==> src/rtl/core_wake_pkg.sv <==
package core_wake_pkg;

    localparam int PWR_W   = 9;
    localparam int RAIL_W  = 8;
    localparam int N_STEPS = 6;
    localparam int STEP_W  = $clog2(N_STEPS);

    // bit positions in the power-control word
    localparam int B_PLL_CLAMP = 8;
    localparam int B_CORE_UP   = 7;
    localparam int B_POR       = 5;
    localparam int B_CORE_RST  = 4;
    localparam int B_L2_SLEEP  = 3;
    localparam int B_IO_CLAMP  = 0;

    typedef enum logic {
        WK_IDLE = 1'b0,
        WK_RUN  = 1'b1
    } wk_state_e;

    typedef struct packed {
        wk_state_e          st;
        logic [STEP_W-1:0]  step;
        logic [PWR_W-1:0]   pwr;
        logic [RAIL_W-1:0]  rail;
        logic               rail_wr;
        logic               busy;
        logic               done;
    } wk_regs_t;

    // rounded-up conversion of a delay to clock cycles, never below one
    function automatic longint unsigned ns_to_cycles(longint unsigned ns,
                                                      longint unsigned hz);
        longint unsigned c;
        c = (ns * hz + 64'd999_999_999) / 64'd1_000_000_000;
        if (c == 0) c = 1;
        return c;
    endfunction

    function automatic int unsigned max_of(int unsigned a, int unsigned b);
        return (a > b) ? a : b;
    endfunction

endpackage

==> src/rtl/wake_delay_timer.sv <==
module wake_delay_timer
    import core_wake_pkg::*;
#(
    parameter int CNT_W = 16
) (
    input  logic             clk,
    input  logic             rst,
    input  logic             load_i,
    input  logic [CNT_W-1:0] len_i,
    output logic             expire_o
);

    logic [CNT_W-1:0] cnt_d, cnt_q;

    always_comb begin
        cnt_d = cnt_q;
        if (load_i) begin
            cnt_d = len_i;
        end else if (cnt_q != '0) begin
            cnt_d = cnt_q - CNT_W'(1);
        end
    end

    always_ff @(posedge clk) begin
        if (rst) cnt_q <= '0;
        else     cnt_q <= cnt_d;
    end

    // final cycle of a loaded interval
    assign expire_o = (cnt_q == CNT_W'(1));

    a_r12_countdown: assert property (@(posedge clk) disable iff (rst)
        (!load_i && cnt_q != '0) |=> (cnt_q == $past(cnt_q) - CNT_W'(1)));

    a_r12_load: assert property (@(posedge clk) disable iff (rst)
        load_i |=> (cnt_q == $past(len_i)));

endmodule

==> src/rtl/wake_step_table.sv <==
module wake_step_table
    import core_wake_pkg::*;
#(
    parameter int unsigned W_L2     = 1,
    parameter int unsigned W_POR    = 1,
    parameter int unsigned W_CLAMP  = 1,
    parameter int unsigned W_SETTLE = 1,
    parameter int          CNT_W    = 16
) (
    input  logic [STEP_W-1:0] idx_i,
    output logic [PWR_W-1:0]  pwr_o,
    output logic [CNT_W-1:0]  wait_o,
    output logic              last_o
);

    localparam logic [PWR_W-1:0] M_PLL  = PWR_W'(1) << B_PLL_CLAMP;
    localparam logic [PWR_W-1:0] M_UP   = PWR_W'(1) << B_CORE_UP;
    localparam logic [PWR_W-1:0] M_POR  = PWR_W'(1) << B_POR;
    localparam logic [PWR_W-1:0] M_L2   = PWR_W'(1) << B_L2_SLEEP;
    localparam logic [PWR_W-1:0] M_IOC  = PWR_W'(1) << B_IO_CLAMP;

    // value written at step idx, and the hold time that follows it
    always_comb begin
        pwr_o  = M_PLL;
        wait_o = CNT_W'(1);
        last_o = 1'b0;
        case (idx_i)
            STEP_W'(0): begin pwr_o = M_PLL | M_L2 | M_IOC;  wait_o = CNT_W'(1);        end
            STEP_W'(1): begin pwr_o = M_PLL | M_IOC;         wait_o = CNT_W'(W_L2);     end
            STEP_W'(2): begin pwr_o = M_PLL | M_IOC | M_POR; wait_o = CNT_W'(W_POR);    end
            STEP_W'(3): begin pwr_o = M_PLL | M_POR;         wait_o = CNT_W'(W_CLAMP);  end
            STEP_W'(4): begin pwr_o = M_PLL;                 wait_o = CNT_W'(W_SETTLE); end
            default:    begin pwr_o = M_PLL | M_UP;          last_o = 1'b1;             end
        endcase
    end

endmodule

==> src/rtl/core_wake_seq.sv <==
module core_wake_seq
    import core_wake_pkg::*;
#(
    parameter longint unsigned CLK_HZ       = 50_000_000,
    parameter logic [7:0]      RAIL_ON_CODE = 8'hA4,
    parameter longint unsigned T_RAIL_NS    = 512_000,
    parameter longint unsigned T_L2_NS      = 300,
    parameter longint unsigned T_POR_NS     = 2_000,
    parameter longint unsigned T_CLAMP_NS   = 2_000,
    parameter longint unsigned T_SETTLE_NS  = 100_000
) (
    input  logic       clk,
    input  logic       rst,
    input  logic       start,
    output logic [7:0] rail_cmd_o,
    output logic       rail_wr_o,
    output logic [8:0] pwr_ctl_o,
    output logic       busy_o,
    output logic       done_o
);

    localparam int unsigned W_RAIL   = int'(ns_to_cycles(T_RAIL_NS,   CLK_HZ));
    localparam int unsigned W_L2     = int'(ns_to_cycles(T_L2_NS,     CLK_HZ));
    localparam int unsigned W_POR    = int'(ns_to_cycles(T_POR_NS,    CLK_HZ));
    localparam int unsigned W_CLAMP  = int'(ns_to_cycles(T_CLAMP_NS,  CLK_HZ));
    localparam int unsigned W_SETTLE = int'(ns_to_cycles(T_SETTLE_NS, CLK_HZ));
    localparam int unsigned W_MAX    = max_of(max_of(W_RAIL, W_L2),
                                        max_of(max_of(W_POR, W_CLAMP), W_SETTLE));
    localparam int          CNT_W    = $clog2(W_MAX + 1);

    wk_regs_t          r_d, r_q;
    logic              tmr_load;
    logic [CNT_W-1:0]  tmr_len;
    logic              tmr_expire;
    logic [PWR_W-1:0]  tbl_pwr;
    logic [CNT_W-1:0]  tbl_wait;
    logic              tbl_last;

    wake_step_table #(
        .W_L2     (W_L2),
        .W_POR    (W_POR),
        .W_CLAMP  (W_CLAMP),
        .W_SETTLE (W_SETTLE),
        .CNT_W    (CNT_W)
    ) u_table (
        .idx_i  (r_q.step),
        .pwr_o  (tbl_pwr),
        .wait_o (tbl_wait),
        .last_o (tbl_last)
    );

    wake_delay_timer #(
        .CNT_W (CNT_W)
    ) u_timer (
        .clk      (clk),
        .rst      (rst),
        .load_i   (tmr_load),
        .len_i    (tmr_len),
        .expire_o (tmr_expire)
    );

    always_comb begin
        r_d         = r_q;
        r_d.rail_wr = 1'b0;
        r_d.done    = 1'b0;
        tmr_load    = 1'b0;
        tmr_len     = '0;
        case (r_q.st)
            WK_IDLE: begin
                if (start) begin
                    r_d.st      = WK_RUN;
                    r_d.step    = '0;
                    r_d.rail    = RAIL_ON_CODE;
                    r_d.rail_wr = 1'b1;
                    r_d.busy    = 1'b1;
                    tmr_load    = 1'b1;
                    tmr_len     = CNT_W'(W_RAIL);
                end
            end
            WK_RUN: begin
                if (tmr_expire) begin
                    r_d.pwr = tbl_pwr;
                    if (tbl_last) begin
                        r_d.st   = WK_IDLE;
                        r_d.busy = 1'b0;
                        r_d.done = 1'b1;
                    end else begin
                        r_d.step = r_q.step + STEP_W'(1);
                        tmr_load = 1'b1;
                        tmr_len  = tbl_wait;
                    end
                end
            end
            default: r_d.st = WK_IDLE;
        endcase
    end

    always_ff @(posedge clk) begin
        if (rst) r_q <= '0;
        else     r_q <= r_d;
    end

    assign rail_cmd_o = r_q.rail;
    assign rail_wr_o  = r_q.rail_wr;
    assign pwr_ctl_o  = r_q.pwr;
    assign busy_o     = r_q.busy;
    assign done_o     = r_q.done;

    a_r2_strobe_cause: assert property (@(posedge clk) disable iff (rst)
        rail_wr_o |-> ($past(start) && !$past(busy_o)));

    a_r2_strobe_code: assert property (@(posedge clk) disable iff (rst)
        rail_wr_o |-> (rail_cmd_o == RAIL_ON_CODE && busy_o));

    a_r11_single_strobe: assert property (@(posedge clk) disable iff (rst)
        rail_wr_o |=> !rail_wr_o);

    a_r9_one_bit: assert property (@(posedge clk) disable iff (rst)
        (pwr_ctl_o != $past(pwr_ctl_o) && pwr_ctl_o != 9'h109)
            |-> ($countones(pwr_ctl_o ^ $past(pwr_ctl_o)) == 1));

    a_r9_core_rst_low: assert property (@(posedge clk) disable iff (rst)
        !pwr_ctl_o[B_CORE_RST]);

    a_r9_pll_clamp: assert property (@(posedge clk) disable iff (rst)
        (pwr_ctl_o != '0) |-> pwr_ctl_o[B_PLL_CLAMP]);

    a_r8_done_value: assert property (@(posedge clk) disable iff (rst)
        done_o |-> (pwr_ctl_o == 9'h180));

    a_r10_done_pulse: assert property (@(posedge clk) disable iff (rst)
        done_o |=> !done_o);

    a_r10_done_not_busy: assert property (@(posedge clk) disable iff (rst)
        done_o |-> !busy_o);

endmodule

==> config.mk <==
export PLATFORM = sky130hd
export DESIGN_NAME = core_wake_seq
export DESIGN_NICKNAME = d
export VERILOG_FILES = /design/src/rtl/core_wake_pkg.sv /design/src/rtl/wake_delay_timer.sv /design/src/rtl/wake_step_table.sv /design/src/rtl/core_wake_seq.sv
export SDC_FILE = /design/constraint.sdc
export NUM_CORES = 1
export LEC_CHECK = 0
export CORE_MARGIN = 2
export CORE_UTILIZATION = 50
export DETAILED_ROUTE_END_ITERATION = 6
export GPL_TIMING_DRIVEN = 0
export PLACE_DENSITY = 0.76
export SYNTH_ARGS = -nofsm -noshare
export SYNTH_HDL_FRONTEND = slang
export SYNTH_SLANG_ARGS = --single-unit
==> constraint.sdc <==
create_clock -name clk -period 3 [get_ports clk]
set_input_delay 0.9 -clock clk [delete_from_list [all_inputs] [get_ports clk]]
set_output_delay 0.9 -clock clk [all_outputs]
set_load 0.02 [all_outputs]
== Yosys cells after proc, flatten, opt, wreduce, memory -nomap -nowiden ==
Index checks and enable logic that the tools add are counted.

* Flip-flop bits (word level): 32
* Input bits: 3
* Output and inout bits: 20
* Logic and storage cells: 52

* Add/subtract/negate cells: 2
* Eq/ne operators: 9
* Mux-type cells: 20
* Bitwise logic cells: 2
* Reduce and logical (&&, ||, !) cells: 11

{| class="wikitable"
|+ Operator list
! kind !! number
|-
| $mux W15 || 5
|-
| $pmux W8 S5 || 1
|-
| $pmux W13 S3 || 1
|-
| $pmux W15 S2 || 1
|-
| $eq A15 B1 Y1 const B || 1
|-
| $reduce_bool A15 Y1 || 1
|-
| $sub A15 B1 Y15 const B || 1
|-
| $mux W13 || 1
|-
| $pmux W4 S2 || 1
|-
| $eq A3 B2 Y1 const B || 2
|-
| $mux W2 || 3
|-
| $ne A2 B2 Y1 const B || 3
|-
| $reduce_and A3 Y1 || 2
|-
| $reduce_or A5 Y1 || 1
|-
| $mux W4 || 1
|-
| $pmux W1 S2 || 2
|-
| $reduce_and A2 Y1 || 2
|-
| $reduce_or A2 Y1 || 2
|-
| $add A3 B1 Y3 const B || 1
|-
| $eq A3 B1 Y1 const B || 1
|-
| $eq A3 B3 Y1 const B || 1
|-
| $logic_not A3 Y1 || 1
|-
| $mux W1 || 3
|-
| $mux W3 || 1
|-
| other kinds (4) || 5
|}

== Longest topological paths before layout ==
* Word-level depth: 7
* Mapped depth: 9

== Hierarchy ==
From an unflattened synthesis, not the netlist that was laid out.

* Cells, all modules: 251
* Area total of the unflattened synthesis: 1,975.6 sq um

{| class="wikitable"
|+ By module, submodules not included
! module !! instances !! cells each !! area an instance (sq um) !! seq. area each (sq um)
|-
| wake_delay_timer || 1 || 108 || 905.9 || 300.3
|-
| core_wake_seq || 1 || 113 || 864.6 || 340.3
|-
| wake_step_table || 1 || 30 || 205.2 || 0.0
|}

== Worst setup path after synthesis ==
OpenSTA, ideal clock, no wires.

* Kind: reg-to-reg
* Start: register u_timer.cnt_q[10]
* End: register u_timer.cnt_q[12]
* Setup time: 0.122 ns
* Arrival: 2.118 ns
* Data required time: 2.878 ns
* Slack: 0.760 ns
* Cell stages (with the launch flop): 8
* Buffers on the path: 2
* Cells stage by stage: dfxtp_1 or4_4 or4b_1 buf_2 a2111oi_2 or2_1 buf_6 a21oi_1

* Word-level cells in the longest chain between the ends: 4
* Elaborated cells on any way between the ends: 10
* Classes of those cells: add/sub (1); eq/ne (1); mux (6); reduce/logical (2)

{| class="wikitable"
|+ RTL lines
! item !! line !! RTL
|-
| start: declaration || wake_delay_timer.sv:13 || <nowiki>logic [CNT_W-1:0] cnt_d, cnt_q;</nowiki>
|-
| start signal: assignment || wake_delay_timer.sv:26 || <nowiki>else cnt_q <= cnt_d;</nowiki>
|-
| branches (longest 4 deep; another with $sub A15 B1 Y15) || -- ||
|}

Parallel ways; which one is timed is not known. The select of a mux whose other input is x is not followed.
A chain may end at the register's enable or synchronous reset.

== Final worst setup path ==
* Start: register r_q[22] (netlist name)
* End: register u_timer.cnt_q[1]

* Word-level cells in the longest chain between the ends: 7
* Elaborated cells on any way between the ends: 16
* Classes of those cells: eq/ne (4); mux (8); reduce/logical (4)

{| class="wikitable"
|+ RTL lines
! item !! line !! RTL
|-
| start: declaration || core_wake_seq.sv:31 || <nowiki>wk_regs_t r_d, r_q;</nowiki>
|-
| start signal: assignment || core_wake_seq.sv:100 || <nowiki>else r_q <= r_d;</nowiki>
|-
| $eq A3 B2 Y1 || wake_step_table.sv:27 || <nowiki>case (idx_i)</nowiki>
|-
| $reduce_or A2 Y1 (no source line) || -- ||
|-
| $pmux W13 S3 || wake_step_table.sv:27 ||
|-
| $mux W15 || core_wake_seq.sv:83 || <nowiki>if (tbl_last) begin</nowiki>
|-
| $mux W15 || core_wake_seq.sv:81 || <nowiki>if (tmr_expire) begin</nowiki>
|-
| $pmux W15 S2 || core_wake_seq.sv:68 || <nowiki>case (r_q.st)</nowiki>
|-
| $mux W15 || wake_delay_timer.sv:17 || <nowiki>if (load_i) begin</nowiki>
|}

Parallel ways exist; a longest one is shown, timed or not.

==> out/summary.txt <==
RR Startpoint: r_q[22]
Sw power: 0.633 mW
FF+latch count, synth: 28
Synth area leader: dfxtp_1
Post-cts resize count: 0
Dpl cells: 260
Skew-Pair Late Insertion Delay: 0.32 ns
Post-CTS Setup Bufs: 0
Starting density of the core: 52.2%
Max clock buf depth: 2
Final worst path period share: 87.6%
Min-delay worst type: reg -> reg
Total grt overflow: 0
EDFF count, synth: 0
Pint: 0.882 mW
Unrepaired setup endpoints after global routing: false
Most frequent cells in the layout: dfxtp_1, nor2_1, nand2_1, buf_4, a21oi_1
Hold_sp: pwr_ctl_o[3]
Final total power: 1.51 mW
Sequential power share: 37.9%
Switching share of power: 41.8%
CP Data Arrival Time: 2.86 ns
Vias in the first global route: 1212
Mapped Area: 0.00158 mm^2
Setup violations, final: 0
WL/cell: 11.9 um
Finished layout cell area: 0.00182 mm^2
Actual transition at the worst max-transition pin: 0.822 ns
Most common cell after layout, fill and taps aside: dfxtp_1
P_leak: 0.737 nW
Post-Layout Cell Count: 263
Via/cell ratio: 5.09
Initial antenna violation count: 0
Crit Path Max Fanout: 9
Iteration-0 DRC Markers: 56
Share of layout cells above drive strength 1: 13.7%
Placed Area: 0.00180 mm^2
Routability congestion estimate from global placement: 0.831
Crit. End Element: flop
Top cells by area, synth: dfxtp_1, buf_4, ha_1, a21oi_1, nor2_1
TritonCTS buffer count: 3
Peak supply drop: 392 uV
Core ar.: 0.00303 mm^2
GRT Total Usage: 19.9%
Most frequently used flop master after synthesis: dfxtp_1
Critical setup path kind: reg -> reg
Clock-pin slew on the worst setup and hold paths: 0.13 ns
Max Cap Viol: 0
Ports: 23
Final Core Density: 60.0%
Sequential share of the synthesized area: 35.5%
Max Freq: 381 MHz
1st-pass router iterations: 4
Chip height: 60.2 um
Nets: 231
Pins Over Slew Limit: 0
Dpl hpwl: 2320 um
Period minus WS final: 2.63 ns
FP Rows: 20
Maximum number of pins on one net before global-route repair: 15
Status: complete, no violations
Max-slew headroom: 45.2%
Post-CTS Hold Buffers: 0
Gate power share: 52.2%
CTS sink count: 28
Residual DRC: 0
Port bufs: 13
Worst EP required: 3.23 ns
Die area: 0.00363 mm^2
CTS root buf: clkbuf_4
First-pass GRT wire length: 5490 um
CTS tree: built
Antenna diode count: 0
Clock network power share: 9.9%
Pwr Density: 833 mW/mm^2
Avg Cell Area, Syn: 8.10 um^2
Final WL: 3130 um
Cell count after synthesis: 195
Synth Warn #: 0
Fin Clk Skew: 0.00637 ns
Total number of vias: 1339
CP Launch Type: flop
Critical path launch point: r_q[22]
Fin. Hold Viols: 0
Setup TNS: 0 ns
Chip Width: 60.2 um
Post-synthesis async set-or-reset flop share: 0%
Synth top area share: 35.5%
Count of cell types in the netlist: 43
Layout area overhead: 15.0%
Detail Route Antenna Nets: 0
H-tree levels: 1
[worst max-delay path, stage by stage (launching register included)]
cell	delay [ns]
dfxtp_1	0.34
clkbuf_1	0.27
inv_1	0.16
ha_1	0.26
nor3b_1	0.17
o21ai_1	0.24
a21oi_1	0.72
nand2_1	0.11
a221oi_1	0.27
[layer usage]
metal  share of wire (%)  wire, um  global-route usage (%)
met5                   0         0                       0
met4                0.38        12                    5.08
met3                 2.7        86                    3.90
met2                  48      1500                    32.1
met1                  49      1530                    27.0
[cells in the mapped netlist (all sizes together) (3+ instances only)]
cell    instances
dfxtp          28
nor2           22
buf            20
nand2          17
a21oi          16
nor3           11
nand3           8
ha              7
clkbuf          6
o21ai           6
inv             5
nand2b          5
xnor2           5
nor4            4
or4             4
mux2i           3
o31ai           3
xor2            3
[sequential cells by signal (all words and copies together) (netlist names)]
signal         cells
u_timer.cnt_q     15
pwr_ctl_o          5
r_q                4
busy_o             1
done_o             1
rail_cmd_o         1
rail_wr_o          1
[kinds of logic after synthesis]
group | synth area share, %
AOI/OAI and AO/OA | 12.3
other | 0.237
buffers and inverters | 12.0
DFF | 35.5
adders and majority gates | 5.54
and+or+nand+nor | 27.4
muxes | 2.61
xor gates and xnor gates | 4.43
[through the flow]
step | hold slack, ns | setup WS [ns]
2_1_floorplan | 0.442 | 0.760
3_3_place_gp | 0.462 | 0.332
3_5_place_dp | 0.461 | 0.265
4_1_cts | 0.482 | 0.384
5_1_grt | 0.501 | 0.135
6_report | 0.483 | 0.373
[final cells by class]
type,instances,area [um^2]
buffer,26,171
clock buffer,3,22.5
fill,285,1210
inverter,5,18.8
multi-input combinational,144,860
sequential,28,561
tap,44,55.1
timing repair buffer,13,130
[path summary, 6_finish.rpt]
check	endpoint	slack, ns	depth (start not counted)
hold / removal	pwr_ctl_o[3]	0.48	2
setup / recovery	u_timer.cnt_q[1]	0.37	8
hold reg to reg	pwr_ctl_o[3]	0.48	2
setup reg to reg	u_timer.cnt_q[1]	0.37	8
[power by group through the flow]
stage                     Combinational (mW)  Clock [mW]  Sequential (mW)
final                                  0.791       0.149            0.574
after CTS                              0.783       0.156            0.572
after global placement                 0.773           0            0.577
after global routing                   0.888       0.175            0.594
after floorplan                        0.653           0            0.557
after detailed placement               0.777           0            0.581
Note: power is estimated with default switching activity, not from simulation.
